<file path="src/rtl/dram_ctrl_pkg.sv">
package dram_ctrl_pkg;

    typedef enum logic [2:0] {
        ST_IDLE,
        ST_OPEN,
        ST_RCD,
        ST_CAS,
        ST_PRE,
        ST_REF
    } ctl_state_e;

endpackage

</file>
<file path="src/rtl/dram_addr_split.sv">
module dram_addr_split #(
    parameter int ROW_W = 12,
    parameter int COL_W = 9
) (
    input  logic [ROW_W+COL_W-1:0] addr,
    input  logic [ROW_W-1:0]       open_row,
    input  logic                   open_valid,
    output logic [ROW_W-1:0]       row,
    output logic [COL_W-1:0]       col,
    output logic                   hit
);

    always_comb begin
        row = addr[ROW_W+COL_W-1:COL_W];
        col = addr[COL_W-1:0];
        hit = open_valid && (row == open_row);
    end

endmodule

</file>
<file path="src/rtl/dram_refresh_timer.sv">
module dram_refresh_timer #(
    parameter int ROW_W  = 12,
    parameter int PERIOD = 780
) (
    input  logic             clk,
    input  logic             rst_n,
    input  logic             ack,
    output logic             pending,
    output logic [ROW_W-1:0] row
);

    localparam int TW = $clog2(PERIOD + 1);

    typedef struct packed {
        logic [TW-1:0]    tick;
        logic             pend;
        logic [ROW_W-1:0] row;
    } rt_t;

    rt_t rt_d, rt_q;

    always_comb begin
        rt_d = rt_q;
        if (rt_q.tick == '0) begin
            rt_d.tick = TW'(PERIOD - 1);
        end else begin
            rt_d.tick = rt_q.tick - 1'b1;
        end
        if (ack) begin
            rt_d.pend = 1'b0;
            rt_d.row  = rt_q.row + 1'b1;
        end
        if (rt_q.tick == '0) begin
            rt_d.pend = 1'b1;
        end
    end

    always_ff @(posedge clk) begin
        if (!rst_n) begin
            rt_q.tick <= TW'(PERIOD - 1);
            rt_q.pend <= 1'b0;
            rt_q.row  <= '0;
        end else begin
            rt_q <= rt_d;
        end
    end

    assign pending = rt_q.pend;
    assign row     = rt_q.row;

endmodule

</file>
<file path="src/rtl/dram_page_ctrl.sv">
module dram_page_ctrl
    import dram_ctrl_pkg::*;
#(
    parameter int ROW_W      = 12,
    parameter int COL_W      = 9,
    parameter int DATA_W     = 8,
    parameter int T_RCD      = 2,
    parameter int T_CAS      = 2,
    parameter int T_RP       = 2,
    parameter int T_RAS_REF  = 4,
    parameter int REF_PERIOD = 780,
    parameter int IDLE_CLOSE = 16,
    localparam int ADDR_W    = ROW_W + COL_W,
    localparam int PIN_W     = (ROW_W > COL_W) ? ROW_W : COL_W
) (
    input  logic              clk,
    input  logic              rst_n,
    input  logic              req_valid,
    input  logic              req_write,
    input  logic [ADDR_W-1:0] req_addr,
    input  logic [DATA_W-1:0] req_wdata,
    output logic              req_ready,
    output logic              rsp_done,
    output logic [DATA_W-1:0] rsp_rdata,
    output logic              mem_ras,
    output logic              mem_cas,
    output logic              mem_we,
    output logic [PIN_W-1:0]  mem_addr,
    output logic [DATA_W-1:0] mem_dout,
    input  logic [DATA_W-1:0] mem_din
);

    localparam int T_MAX1 = (T_RCD > T_CAS) ? T_RCD : T_CAS;
    localparam int T_MAX2 = (T_RP > T_RAS_REF) ? T_RP : T_RAS_REF;
    localparam int T_MAX  = (T_MAX1 > T_MAX2) ? T_MAX1 : T_MAX2;
    localparam int CNT_W  = $clog2(T_MAX + 1);
    localparam int IDLE_W = $clog2(IDLE_CLOSE + 1);

    typedef struct packed {
        ctl_state_e        st;
        logic [CNT_W-1:0]  cnt;
        logic [IDLE_W-1:0] idle;
        logic [ROW_W-1:0]  row;
        logic [COL_W-1:0]  col;
        logic              wr;
        logic [DATA_W-1:0] wdata;
        logic              acc_pend;
        logic [PIN_W-1:0]  pin;
        logic              ras;
        logic              cas;
        logic              we;
        logic [DATA_W-1:0] dout;
        logic              done;
        logic [DATA_W-1:0] rdata;
    } ctl_t;

    ctl_t ctl_d, ctl_q;

    logic [ROW_W-1:0] req_row;
    logic [COL_W-1:0] req_col;
    logic             page_hit;
    logic             ref_pend;
    logic             ref_ack;
    logic [ROW_W-1:0] refresh_row;

    dram_addr_split #(
        .ROW_W(ROW_W),
        .COL_W(COL_W)
    ) u_split (
        .addr      (req_addr),
        .open_row  (ctl_q.row),
        .open_valid(ctl_q.st == ST_OPEN),
        .row       (req_row),
        .col       (req_col),
        .hit       (page_hit)
    );

    dram_refresh_timer #(
        .ROW_W (ROW_W),
        .PERIOD(REF_PERIOD)
    ) u_refresh (
        .clk    (clk),
        .rst_n  (rst_n),
        .ack    (ref_ack),
        .pending(ref_pend),
        .row    (refresh_row)
    );

    assign req_ready = ((ctl_q.st == ST_IDLE) || (ctl_q.st == ST_OPEN)) && !ref_pend;

    always_comb begin
        ctl_d      = ctl_q;
        ctl_d.done = 1'b0;
        ref_ack    = 1'b0;
        unique case (ctl_q.st)
            ST_IDLE: begin
                if (ref_pend) begin
                    ctl_d.pin = PIN_W'(refresh_row);
                    ctl_d.ras = 1'b1;
                    ctl_d.cnt = CNT_W'(T_RAS_REF - 1);
                    ctl_d.st  = ST_REF;
                end else if (req_valid) begin
                    ctl_d.row   = req_row;
                    ctl_d.col   = req_col;
                    ctl_d.wr    = req_write;
                    ctl_d.wdata = req_wdata;
                    ctl_d.pin   = PIN_W'(req_row);
                    ctl_d.ras   = 1'b1;
                    ctl_d.cnt   = CNT_W'(T_RCD - 1);
                    ctl_d.st    = ST_RCD;
                end
            end
            ST_OPEN: begin
                if (ref_pend) begin
                    ctl_d.ras      = 1'b0;
                    ctl_d.acc_pend = 1'b0;
                    ctl_d.cnt      = CNT_W'(T_RP - 1);
                    ctl_d.st       = ST_PRE;
                end else if (req_valid) begin
                    ctl_d.row   = req_row;
                    ctl_d.col   = req_col;
                    ctl_d.wr    = req_write;
                    ctl_d.wdata = req_wdata;
                    if (page_hit) begin
                        ctl_d.pin  = PIN_W'(req_col);
                        ctl_d.cas  = 1'b1;
                        ctl_d.we   = req_write;
                        ctl_d.dout = req_wdata;
                        ctl_d.cnt  = CNT_W'(T_CAS - 1);
                        ctl_d.st   = ST_CAS;
                    end else begin
                        ctl_d.ras      = 1'b0;
                        ctl_d.acc_pend = 1'b1;
                        ctl_d.cnt      = CNT_W'(T_RP - 1);
                        ctl_d.st       = ST_PRE;
                    end
                end else if (ctl_q.idle == IDLE_W'(IDLE_CLOSE - 1)) begin
                    ctl_d.ras      = 1'b0;
                    ctl_d.acc_pend = 1'b0;
                    ctl_d.cnt      = CNT_W'(T_RP - 1);
                    ctl_d.st       = ST_PRE;
                end else begin
                    ctl_d.idle = ctl_q.idle + 1'b1;
                end
            end
            ST_RCD: begin
                if (ctl_q.cnt == '0) begin
                    ctl_d.pin  = PIN_W'(ctl_q.col);
                    ctl_d.cas  = 1'b1;
                    ctl_d.we   = ctl_q.wr;
                    ctl_d.dout = ctl_q.wdata;
                    ctl_d.cnt  = CNT_W'(T_CAS - 1);
                    ctl_d.st   = ST_CAS;
                end else begin
                    ctl_d.cnt = ctl_q.cnt - 1'b1;
                end
            end
            ST_CAS: begin
                if (ctl_q.cnt == '0) begin
                    ctl_d.cas  = 1'b0;
                    ctl_d.we   = 1'b0;
                    ctl_d.done = 1'b1;
                    if (!ctl_q.wr) begin
                        ctl_d.rdata = mem_din;
                    end
                    ctl_d.idle = '0;
                    ctl_d.st   = ST_OPEN;
                end else begin
                    ctl_d.cnt = ctl_q.cnt - 1'b1;
                end
            end
            ST_PRE: begin
                if (ctl_q.cnt != '0) begin
                    ctl_d.cnt = ctl_q.cnt - 1'b1;
                end else if (ctl_q.acc_pend) begin
                    ctl_d.acc_pend = 1'b0;
                    ctl_d.pin      = PIN_W'(ctl_q.row);
                    ctl_d.ras      = 1'b1;
                    ctl_d.cnt      = CNT_W'(T_RCD - 1);
                    ctl_d.st       = ST_RCD;
                end else if (ref_pend) begin
                    ctl_d.pin = PIN_W'(refresh_row);
                    ctl_d.ras = 1'b1;
                    ctl_d.cnt = CNT_W'(T_RAS_REF - 1);
                    ctl_d.st  = ST_REF;
                end else begin
                    ctl_d.st = ST_IDLE;
                end
            end
            ST_REF: begin
                if (ctl_q.cnt == '0) begin
                    ctl_d.ras      = 1'b0;
                    ctl_d.acc_pend = 1'b0;
                    ref_ack        = 1'b1;
                    ctl_d.cnt      = CNT_W'(T_RP - 1);
                    ctl_d.st       = ST_PRE;
                end else begin
                    ctl_d.cnt = ctl_q.cnt - 1'b1;
                end
            end
            default: begin
                ctl_d.st = ST_IDLE;
            end
        endcase
    end

    always_ff @(posedge clk) begin
        if (!rst_n) begin
            ctl_q <= '0;
        end else begin
            ctl_q <= ctl_d;
        end
    end

    assign rsp_done  = ctl_q.done;
    assign rsp_rdata = ctl_q.rdata;
    assign mem_ras   = ctl_q.ras;
    assign mem_cas   = ctl_q.cas;
    assign mem_we    = ctl_q.we;
    assign mem_addr  = ctl_q.pin;
    assign mem_dout  = ctl_q.dout;

endmodule

</file>
<file path="config.mk">
export PLATFORM = sky130hd
export DESIGN_NAME = dram_page_ctrl
export DESIGN_NICKNAME = d
export VERILOG_FILES = /design/src/rtl/dram_ctrl_pkg.sv /design/src/rtl/dram_addr_split.sv /design/src/rtl/dram_refresh_timer.sv /design/src/rtl/dram_page_ctrl.sv
export SDC_FILE = /design/constraint.sdc
export NUM_CORES = 1
export LEC_CHECK = 0
export CAP_MARGIN = 20
export CORE_ASPECT_RATIO = 1.1
export CORE_MARGIN = 2
export CORE_UTILIZATION = 50
export DETAILED_ROUTE_END_ITERATION = 8
export PLACE_DENSITY = 0.73
export SYNTH_ARGS = -nofsm -noshare
export SYNTH_HDL_FRONTEND = slang
export SYNTH_SLANG_ARGS = --single-unit
</file>
<file path="constraint.sdc">
create_clock -name clk -period 2.2 [get_ports clk]
set_input_delay 0.55 -clock clk [delete_from_list [all_inputs] [get_ports clk]]
set_output_delay 0.55 -clock clk [all_outputs]
set_load 0.03 [all_outputs]
</file>
# [Word-level counts from Yosys, hierarchy flattened]
# Cells that the tools add are included.
[totals] output_inout_bits=33 elab_cells=136 register_bits=97 input_bits=41
[op_classes] add_sub_neg=4 bitwise=2 n_reduce_logical=30 n_mux=59 eq_ne=23
[op_table] cell="$mux 13" count=5
[op_table] cell="$mux 30" count=2
[op_table] cell="$pmux 30 s2" count=1
[op_table] cell="$mux 12" count=4
[op_table] cell="$pmux 12 s4" count=1
[op_table] cell="$mux 6" count=7
[op_table] cell="$mux 10" count=4
[op_table] cell="$mux 35" count=1
[op_table] cell="$mux 3" count=9
[op_table] cell="$ne 2x2->1 const B" count=11
[op_table] cell="$reduce_and 5->1" count=4
[op_table] cell="$pmux 3 s6" count=1
[op_table] cell="$pmux 8 s2" count=1
[op_table] cell="$mux 5" count=3
[op_table] cell="$pmux 3 s5" count=1
[op_table] cell="$mux 14" count=1
[op_table] cell="$add 12x1->12 const B" count=1
[op_table] cell="$eq 12x12->1" count=1
[op_table] cell="$ne 4x3->1 const B" count=3
[op_table] cell="$reduce_and 6->1" count=2
[op_table] cell="$mux 1" count=11
[op_table] cell="$logic_not 10->1" count=1
[op_table] cell="$pmux 5 s2" count=1
[op_table] cell="$sub 10x1->10 const B" count=1
[op_table] cell="other kinds (27)" count=41

# [Depth between registers and ports, before layout]
# Gate-level depths: netlist of run 1.
[depth] word_depth=6 ltp_mapped=9 depth_no_buf=8

# [Hierarchy]
# From an unflattened synthesis of run 1, not the netlist that was laid out.
[hier_totals] hier_cells=648 area_unflattened_um2=5462.7
[modules_own_cells] mod="dram_page_ctrl" area_each_um2=4036.4 n_inst=1 cells_each=479
[modules_own_cells] mod="dram_refresh_timer" area_each_um2=1129.8 n_inst=1 cells_each=131
[modules_own_cells] mod="dram_addr_split" area_each_um2=296.5 n_inst=1 cells_each=38

# [Worst setup path before layout of run 1]
# No wires, ideal clock.
[synth_timing] path_type="reg2reg" start="register ctl_q[72] in the netlist's numbering" end="register ctl_q[71] in the netlist's numbering" setup_time_ns=0.117 path_stages_with_launch=7 setup_slack_ns=-0.070 n_path_buf=1 arrival_ns=2.152 cell_sequence="dfxtp_1 buf_2 nor3_1 nand2_1 o221a_2 a22o_1 a32o_1"
[synth_between] elab_chain_cells=6 elab_cells_between_ends=18 cone_classes="eq/ne (11); mux (4); reduce/logical (3)"
[synth_lines] element="from (decl)" line="dram_page_ctrl.sv:57" text="ctl_t ctl_d, ctl_q;"
[synth_lines] element="from (signal assigned)" line="dram_page_ctrl.sv:211" text="ctl_q <= ctl_d;"
[synth_lines] element="$eq 3x1->1" line="dram_page_ctrl.sv:72, dram_page_ctrl.sv:95"
[synth_lines] element="$logic_and 1x1->1" line="dram_addr_split.sv:16" text="hit = open_valid && (row == open_row);"
[synth_lines] element="$mux 6" line="dram_page_ctrl.sv:124" text="if (page_hit) begin"
[synth_lines] element="$mux 6" line="dram_page_ctrl.sv:119" text="end else if (req_valid) begin"
[synth_lines] element="$mux 6" line="dram_page_ctrl.sv:114" text="if (ref_pend) begin"
[synth_lines] element="$pmux 3 s6" line="dram_page_ctrl.sv:95" text="unique case (ctl_q.st)"
# Several ways; a longest one is shown, not always the timed one.
# A chain may end at the register's enable or synchronous reset.

# [Worst setup path in the final report of run 1]
[layout_timing] start="input req_addr[20]" end="register ctl_q (netlist bit mem_addr[6])"
[layout_between] elab_chain_cells=4
[layout_lines] element="from (decl)" line="dram_page_ctrl.sv:20" text="input logic [ADDR_W-1:0] req_addr,"
[layout_lines] element="$eq 12x12->1" line="dram_addr_split.sv:16"
[layout_lines] element="$logic_and 1x1->1" line="dram_addr_split.sv:16"
[layout_lines] element="$ne 2x2->1 (no line)"
[layout_lines] element="$reduce_and 8->1 (no line)"
# No other way between the ends.

==> out/summary.txt, run 1 <==
Status = completed
CTS buffer count = 9
Final setup margin = 0.09310 ns
Crit. path cell count = 8
CTS sink cnt = 97
Highest clock rate = 474.6 MHz
Post-Synthesis Net Count = 668
Initial antenna violation count = 0
Worst setup SP type = primary input
Clk_skew = 0.01129 ns
Placer Congestion = 0.8716
Worst skew pair latency = 0.37 ns
DR iter-0 viols = 254
# IOs = 74
Crit end category = flip-flop
Vias in the first global route = 4329
Die area = 0.01096 sq mm
Worst hold path type = flip-flop to flip-flop
Hold Path End = u_refresh.rt_q[13]
Setup slack, reg-to-reg = 0.19 ns
Overflow after GRT = 0
Most frequent cells in the layout = 111 x nand2_1, 97 x dfxtp_1, 72 x clkdlybuf4s50_1, 53 x a21oi_1, 38 x nor2_1
Setup Buffers After CTS = 0
Multi-input logic area = 0.002695 sq mm
Placed insts = 785
Final slew viol count = 0
Starting density of the core = 0.5125
Total chip power = 5.369 mW
Hold path start = u_refresh.rt_q[13]
Fin. Hold Viols = 0
Leakage = 2.320 nW
Nets@finish = 724
Avg Inst Size Synth = 8.175 sq um
Crit-path cells = clkdlybuf4s50_1 -> xor2_1 -> nor4_2 -> buf_4 -> nand4_1 -> a32o_1 -> buf_12 -> mux2i_1
Design area = 0.006121 sq mm
CTS tree = built
Die H = 109.6 um
Post-synth ARST share = 0
Fillers = 864
First-pass GRT wire length = 20.49 mm
Clock Pin Slew Worst Setup and Hold Paths = 0.09 ns
VDD IR-drop max = 0.4054 mV
Num rows = 38
Seq cells post-synth = 97
Antenna viol nets, final = 0
Actual slew at the worst max-slew pin = 0.5019 ns
CTS max path bufs = 2
TNS Setup = 0 ns
RSZ-0062 raised after global routing = no
GRT Total Usage = 0.2331
Antenna fix cells = 0
Fin crit share = 0.9577
Wire per inst = 15.41 um
Post-CTS Resized = 0
Non-filler cells, final = 800
Seq/Total Area, Yosys = 0.3831
Worst r2r dst = ctl_q[71]
WP buf/inv = 3
Crit Path Class = primary input to flip-flop
Period minus WS final = 2.107 ns
Fin util = 0.6189
H-tree depth = 3
Max FO, Critical Path = 12
Worst R2R Start = ctl_q[63]
Post-synth cell types = 65
Most common cell after layout, fill and taps aside = nand2_1
Via density = 5.626
Place WS = -0.2652 ns
Post-DP Area = 0.005917 sq mm
Buffers on Ports = 73
# hold bufs at CTS = 0
Sequential cell area = 0.001942 sq mm
Number of synthesized flops with an enable pin = 0
Worst path slowest cell = clkdlybuf4s50_1
1st-pass router iterations = 4
Clock root buffer = clkbuf_8
Die W = 100 um
CP arrival = 2.36 ns
Req. time, crit path = 2.45 ns
Share of cells above drive strength 1 = 0.1191
Critical path's top delay family = buffers and inverters
Final setup viols = 0
Slew margin rel. = 0.6623
Drt drc = 0
Via Count = 4501
WL final = 12.33 mm
Largest net degree at the start of global routing = 70
Cell Pwr Density = 877.2 mW/mm^2
Area added between synthesis and finish = 20.76%
Hold depth = 1
Core box area = 0.009889 sq mm
Worst r2r path cells = 8
Main synth FF type = dfxtp_1
Cell count after synthesis = 620
Detail Placement HPWL = 8.880 mm
Syn. warnings = 0
Max cap viols = 0
Mapped cell area = 0.005069 sq mm
Crit-path max cell delay = 0.45 ns
Worst Hold Slack = 0.4076 ns
## worst reg2reg max path, delay by kind of cell (launching register included)
kind / cells / cell delay (ns)
compound gates: 4 / 0.83
fa+ha+maj: 2 / 0.43
flops: 1 / 0.34
simple gates: 2 / 0.31
## synthesized netlist by cell type (9+ instances only)
library cell	n	area, sq um
a21boi_0	9	67.56
a21oi_1	54	270.3
a22oi_1	9	67.56
buf_2	9	45.04
buf_4	29	217.7
clkbuf_1	25	93.84
dfxtp_1	97	1942
inv_1	20	75.07
mux2i_1	26	260.3
nand2_1	112	420.4
nor2_1	38	142.6
nor3_1	22	110.1
o21ai_0	16	80.08
o21ai_1	9	45.04
xnor2_1	10	87.58
xor2_1	19	166.4
## sequential cells by signal, indices dropped and copies added, names as in the netlist
register and count:
mem_dout 8, u_refresh.pending 1, mem_cas 1, u_refresh.rt_q 10, mem_addr 12, rsp_rdata 8, u_refresh.row 12, rsp_done 1
ctl_q 42, mem_ras 1, mem_we 1
## cell families after synthesis
group                      synth area share
buffers and inverters               0.08960
muxes                               0.06912
AOI/OAI and AO/OA                    0.1639
DFF                                  0.3831
xor gates and xnor gates            0.05011
and+or+nand+nor                      0.2246
adders and majority gates           0.01950
## worst max-delay path by stage
stage / from / slack (ns) / to
2_1_floorplan: ctl_q[63] / 0.26 / ctl_q[71]
3_3_place_gp: req_addr[11] / -0.26 / mem_addr[0]
3_5_place_dp: req_addr[13] / -0.27 / mem_addr[8]
4_1_cts: req_addr[13] / 0.09 / mem_addr[8]
5_1_grt: req_addr[20] / 0.006 / mem_addr[8]
6_report: req_addr[20] / 0.09 / mem_addr[6]
## metal layers
| layer | vias up | wire length (um) | global-route usage |
|---|---|---|---|
| met5 | - | 0 | 0 |
| met4 | 0 | 125 | 0.06947 |
| met3 | 12 | 668 | 0.04514 |
| met2 | 126 | 5883 | 0.3808 |
| met1 | 2138 | 5648 | 0.3146 |
| li1 | 2225 | - | - |
## where the power goes
| part | internal (mW) | total, mW | switching (mW) | leakage, nW |
|---|---|---|---|---|
| Sequential | 1.97 | 2.13 | 0.155 | 0.791 |
| Combinational | 0.904 | 2.07 | 1.17 | 1.43 |
| Clock | 0.579 | 1.17 | 0.594 | 0.102 |
| Total | 3.45 | 5.37 | 1.92 | 2.32 |
## area by class of cell
class / count / share of cell area
Multi-Input combinational cell: 436 / 0.4403
Sequential cell: 97 / 0.3173
Timing Repair Buffer: 110 / 0.1725
Clock buffer: 12 / 0.02535
Tap cell: 120 / 0.02453
Inverter: 22 / 0.01349
Clock inverter: 3 / 0.006541
Power figures use the tool's default switching activity.
==> run 2, diff against run 1 <==
--- a/config.mk
+++ b/config.mk
@@ -9,6 +9,7 @@
 export CORE_ASPECT_RATIO = 1.1
 export CORE_MARGIN = 2
 export CORE_UTILIZATION = 50
+export CTS_CLUSTER_DIAMETER = 200
 export DETAILED_ROUTE_END_ITERATION = 8
 export PLACE_DENSITY = 0.73
 export SYNTH_ARGS = -nofsm -noshare
==> results of run 2 <==
No change in the layout: final DEF, timing and power equal those of run 1.
